`config.mk`:
```
export PLATFORM = sky130hd
export DESIGN_NAME = first_hit_encoder
export DESIGN_NICKNAME = d
export VERILOG_FILES = /design/src/rtl/first_hit_encoder.sv
export SDC_FILE = /design/constraint.sdc
export NUM_CORES = 1
export LEC_CHECK = 0
export CAP_MARGIN = 40
export CELL_PAD_IN_SITES_DETAIL_PLACEMENT = 0
export CELL_PAD_IN_SITES_GLOBAL_PLACEMENT = 1
export CORE_ASPECT_RATIO = 0.5
export CORE_MARGIN = 4
export CORE_UTILIZATION = 20
export DETAILED_ROUTE_END_ITERATION = 8
export GPL_ROUTABILITY_DRIVEN = 0
export PLACE_DENSITY_LB_ADDON = 0.1
export SKIP_CTS_REPAIR_TIMING = 1
export SYNTH_ARGS = -nofsm -noshare
export SYNTH_HDL_FRONTEND = slang
export SYNTH_SLANG_ARGS = --single-unit
```
`constraint.sdc`:
```
create_clock -name clk -period 3.4 [get_ports clk]
set_input_delay 0.68 -clock clk [delete_from_list [all_inputs] [get_ports clk]]
set_output_delay 0.68 -clock clk [all_outputs]
set_load 0.005 [all_outputs]
```
`src/rtl/first_hit_encoder.sv`:
```
module first_hit_encoder #(
  parameter int NCH   = 64,
  parameter int GRP   = 8,
  parameter int CNT_W = 8
) (
  input  logic                     clk,
  input  logic                     rst_n,
  input  logic                     acq_rst,
  input  logic                     enable,
  input  logic                     use_peak,
  input  logic                     self_rst_en,
  input  logic [CNT_W-1:0]         self_rst_cycles,
  input  logic [NCH-1:0]           mask,
  input  logic [NCH-1:0]           thr_evt,
  input  logic [NCH-1:0]           pk_evt,
  output logic                     hit_flag,
  output logic [$clog2(NCH)-1:0]   hit_addr
);
  localparam int NGRP = NCH / GRP;
  localparam int AW   = $clog2(NCH);
  localparam int GW   = $clog2(GRP);
  localparam int SW   = $clog2(NGRP);

  logic [NCH-1:0]  live;
  logic [NGRP-1:0] grp_any;
  logic [SW-1:0]   grp_idx;
  logic [GRP-1:0]  grp_bits;
  logic [GW-1:0]   ch_idx;
  logic [CNT_W-1:0] cnt;
  logic            expire;

  assign live = (use_peak ? pk_evt : thr_evt) & ~mask;

  for (genvar g = 0; g < NGRP; g++) begin : g_grp_or
    assign grp_any[g] = |live[g*GRP +: GRP];
  end

  always_comb begin
    grp_idx = '0;
    for (int g = NGRP-1; g >= 0; g--)
      if (grp_any[g]) grp_idx = SW'(g);
  end

  assign grp_bits = live[grp_idx*GRP +: GRP];

  always_comb begin
    ch_idx = '0;
    for (int c = GRP-1; c >= 0; c--)
      if (grp_bits[c]) ch_idx = GW'(c);
  end

  assign expire = self_rst_en &&
                  ({1'b0, cnt} + (CNT_W+1)'(1) >= {1'b0, self_rst_cycles});

  always_ff @(posedge clk) begin
    if (!rst_n || acq_rst) begin
      hit_flag <= 1'b0;
      hit_addr <= '0;
      cnt      <= '0;
    end else if (hit_flag) begin
      if (expire) begin
        hit_flag <= 1'b0;
        hit_addr <= '0;
        cnt      <= '0;
      end else if (cnt != {CNT_W{1'b1}}) begin
        cnt <= cnt + 1'b1;
      end
    end else if (enable && |grp_any) begin
      hit_flag <= 1'b1;
      hit_addr <= AW'({grp_idx, ch_idx});
      cnt      <= '0;
    end
  end
endmodule

```
==> impl_table.tex, run 1 <==
\begin{tabular}{lr}
\hline
Metric & Value \\
\hline
\multicolumn{2}{l}{\textbf{Critical path}} \\
\quad Critical path launch point & use\_peak \\
\quad Internal reg-to-reg setup slack & 350 ps \\
\quad Critical path start-end classification & in2reg \\
\quad CP Capture Type & flip-flop \\
\quad Data arrival time at the worst-slack endpoint & 3680 ps \\
\quad Endpoint of the worst-slack reg-to-reg timing path & cnt[6]\$\_SDFFE\_PP0P\_ \\
\quad Startpoint Class & input pin \\
\quad Worst Reg2Reg Path Length in Cells & 13 \\
\quad Maximum net fanout on the critical path & 9 \\
\quad Required time at the endpoint of the critical path & 3590 ps \\
\quad Source of the worst register-to-register timing path & cnt[0]\$\_SDFFE\_PP0P\_ \\
\multicolumn{2}{l}{\textbf{Logic synthesis}} \\
\quad Post-Syn Area per Cell & 7.52 µm² \\
\quad Top cell type's share of synthesized area & 26.5\% \\
\quad Fraction of the mapped netlist area in adder cells & 4.08\% \\
\quad Compound-Gate Fraction of Synth Area & 27.3\% \\
\quad Async SR Flop Fraction & 0\% \\
\quad Mux contribution to synthesized area & 26.5\% \\
\quad Number of distinct standard cells referenced by the synthesized netlist & 51 \\
\quad Area contributors post-synth & mux2i\_1, dfxtp\_1, nor2\_1 \\
\quad Post-synthesis register bit count & 15 \\
\quad Sequential area share after synthesis & 10.9\% \\
\quad Xor/xnor cell area share of the yosys netlist & 0.635\% \\
\quad Count leader, synth & mux2i\_1 \\
\quad Net Count, Synth & 582 \\
\quad Cell area after technology mapping & 2760 µm² \\
\quad Main combinational cell family by area after synthesis & compound AO/OA/AOI/OAI gates \\
\quad Cell type with the largest total area after synthesis & mux2i\_1 \\
\quad Number of instances in the synthesized netlist & 367 \\
\quad Simple-gate share of the synthesized area & 25.2\% \\
\quad Number of warning messages in the yosys log & 0 \\
\quad Number of synthesized flops with an enable pin & 0 \\
\quad Commonest cells in the netlist & mux2i\_1, nor2\_1, o22ai\_1 \\
\quad Main synth FF type & dfxtp\_1 \\
\multicolumn{2}{l}{\textbf{Drt}} \\
\quad Average wire per standard cell & 16.2 µm \\
\quad Remaining antenna violation count after routing & 0 \\
\quad Via density per instance & 4.61 \\
\quad Count of routing violations after the opening detailed-route iteration & 165 \\
\quad Detailed-route wire length & 14500 µm \\
\quad Detailed-route via count & 4107 \\
\quad Pre-Repair DR Iteration Count & 5 \\
\quad Count of unresolved DRC violations after routing & 0 \\
\multicolumn{2}{l}{\textbf{Pwr}} \\
\quad Final Total Pwr & 1.14 mW \\
\quad Total leakage power & 2.73 nW \\
\quad Comb power frac & 64.3\% \\
\quad Int Pwr & 803 µW \\
\quad Power share of the sequential group & 15.8\% \\
\quad Power density over cell area & 176 nW/µm² \\
\quad Clock share of power & 20.0\% \\
\quad Switching power as a share of total power & 29.6\% \\
\quad Switch Pwr & 338 µW \\
\quad Worst supply voltage drop on vdd & 121 µV \\
\multicolumn{2}{l}{\textbf{Clock network}} \\
\quad Max Root-Sink Buffers & 2 \\
\quad CTS tree & built \\
\quad Clock Pin Slew Worst Setup and Hold Paths & 50 ps \\
\quad Master cell of the clock root buffer & clkbuf\_16 \\
\quad Number of sinks driven by the clock tree & 15 \\
\quad CTS buffer count & 3 \\
\quad Count of H-tree levels built during CTS & 1 \\
\quad Clock latency at the later pin of the worst-skew pair & 240 ps \\
\multicolumn{2}{l}{\textbf{Finish}} \\
\quad Layout Utilization & 48.1\% \\
\quad Synth-to-layout area growth & 135\% \\
\quad Final Net Count & 931 \\
\quad Filler cell count & 1361 \\
\quad Layout cells sized above 1 & 28.7\% \\
\quad Design area & 6490 µm² \\
\quad Count of inserted antenna diode cells & 0 \\
\multicolumn{2}{l}{\textbf{Timing}} \\
\quad Min Tclk post-route & 3490 ps \\
\quad Share of the clock period used by the worst path & 103\% \\
\quad Final setup violation count & 3 \\
\quad Final Max Tran Viols & 0 \\
\quad Highest clock frequency the design can meet & 287 MHz \\
\quad Relative slew margins & 60.6\% \\
\quad Final Hold Viols & 0 \\
\quad Actual slew at the worst max-slew pin & 591 ps \\
\quad Fin worst setup slack & -87.0 ps \\
\quad Clk\_skew & 2.40 ps \\
\quad Setup repair after global routing missed its margin & true \\
\quad Setup\_tns & -142 ps \\
\multicolumn{2}{l}{\textbf{GRT}} \\
\quad Number of antenna violations at the first check in global routing & 1 \\
\quad Via count of the first global-routing pass & 4108 \\
\quad GR Util All Layers & 17.0\% \\
\quad Maximum number of pins on one net before global-route repair & 18 \\
\quad Wire length of the first global-routing pass & 21200 µm \\
\quad GRT Residual Overflow & 0 \\
\multicolumn{2}{l}{\textbf{Hold path}} \\
\quad Hold Crit Endpoint & hit\_addr[3]\$\_SDFFE\_PP0P\_ \\
\quad Type of the most critical hold path & reg2reg \\
\quad Startpoint of the most critical hold path & hit\_addr[3]\$\_SDFFE\_PP0P\_ \\
\quad Hold path cells & 2 \\
\multicolumn{2}{l}{\textbf{Floorplan}} \\
\quad Die area & 15900 µm² \\
\quad Row cnt & 30 \\
\quad Die extent in y & 91.1 µm \\
\quad Die width & 174 µm \\
\quad Core box area & 13500 µm² \\
\quad Total I/O pin count & 213 \\
\quad Starting Density & 20.4\% \\
\multicolumn{2}{l}{\textbf{Status}} \\
\quad Failing checks & negative setup slack \\
\quad Run status & finished, violations left \\
\multicolumn{2}{l}{\textbf{Place}} \\
\quad DP Wirelength & 13100 µm \\
\quad Cell Area, Placed & 6070 µm² \\
\quad Port Buffer Count & 212 \\
\quad Setup WS pre-CTS & -487 ps \\
\multicolumn{2}{l}{\textbf{Flow run}} \\
\quad Max Cap Viol & 0 \\
\hline
\end{tabular}
power groups by stage:
stage	clock, mW	sequential, mW	combinational [mW]
floorplan	0	0.183	0.218
global placement	0	0.184	0.678
detailed placement	0	0.184	0.679
CTS	0.235	0.180	0.681
global route	0.249	0.180	0.785
finish	0.228	0.180	0.734
cells in the final DEF (no fill, tap or decap), types with 3 or more instances in the layout:
master and count:
mux2i_2 7, nand2b_1 3, nor4_1 3, mux2i_4 6, dfxtp_1 15, nor3_2 3, nor2b_1 4, o22ai_1 27
clkbuf_16 3, o21a_1 6, nor4_4 4, buf_4 137, nor3_1 6, a22oi_1 4, buf_12 7, or2_2 5
nand2_1 25, o21ai_1 4, clkdlybuf4s50_1 211, a21oi_1 12, ha_1 9, a21oi_2 4, mux2i_1 60, o21ai_0 10
nand4_1 4, o22ai_2 6, nor2_1 57, inv_1 10, nand3_1 5
area by class of cell:
cell class / count / area [µm²] / area share, %
inverters: 10 / 37.5 / 0.578
clock inverters: 1 / 5.00 / 0.0771
flip-flops and latches: 15 / 300 / 4.62
clock buffers: 3 / 75.1 / 1.16
repair buffers: 357 / 3300 / 50.9
well taps: 176 / 220 / 3.39
multi-input cells: 329 / 2550 / 39.3
kinds of logic after synthesis:
kind of cell,count (synthesis)
xor+xnor,2
flops,15
simple gates,135
compound gates,110
mux,73
fa+ha+maj,9
buf+inv,23
layer usage:
metal | up-vias | routed length [µm] | GRT usage (%)
met5 | - | 0 | 0
met4 | 0 | 92 | 2.04
met3 | 6 | 966 | 3.87
met2 | 120 | 6820 | 28.8
met1 | 1865 | 6590 | 22.7
li1 | 2116 | - | -
per-stage QoR:
step / hold slack [ps] / cells
finish: 460 / 891
floorplan: 453 / 367
global route: 516 / 891
global placement: 458 / 876
detailed placement: 451 / 876
CTS: 460 / 880
sequential cells by signal, summed over array words and instances, names as in the netlist:
name,flops
cnt,8
hit_addr,6
hit_flag,1
worst max-delay path by stage:
stage                          endpoint  slack, ps  cells past startpoint
2_1_floorplan  hit_addr[1]$_SDFFE_PP0P_          3                     15
3_3_place_gp   hit_addr[0]$_SDFFE_PP0P_       -430                     15
3_5_place_dp   hit_addr[0]$_SDFFE_PP0P_       -490                     15
4_1_cts        hit_addr[0]$_SDFFE_PP0P_       -240                     15
5_1_grt        hit_addr[0]$_SDFFE_PP0P_       -230                     13
6_report       hit_addr[0]$_SDFFE_PP0P_        -90                     17
critical path: stages:
cell,delay [ps]
buf_4,130
buf_12,150
buf_12,150
mux2i_4,250
o22ai_2,130
nor4_4,420
buf_4,190
nand4_1,200
buf_6,210
nor3_1,170
buf_4,150
a211oi_2,40
o31a_1,120
o21ai_1,160
nor3_2,80
a311oi_2,280
o21a_1,160
Power figures use the tool's default switching activity.
==> run 2: changes to the inputs <==
Settings changed: SLEW_MARGIN set to 15.
==> results of run 2 <==
Same layout as run 1: the final DEF is identical, and so are final timing and power.
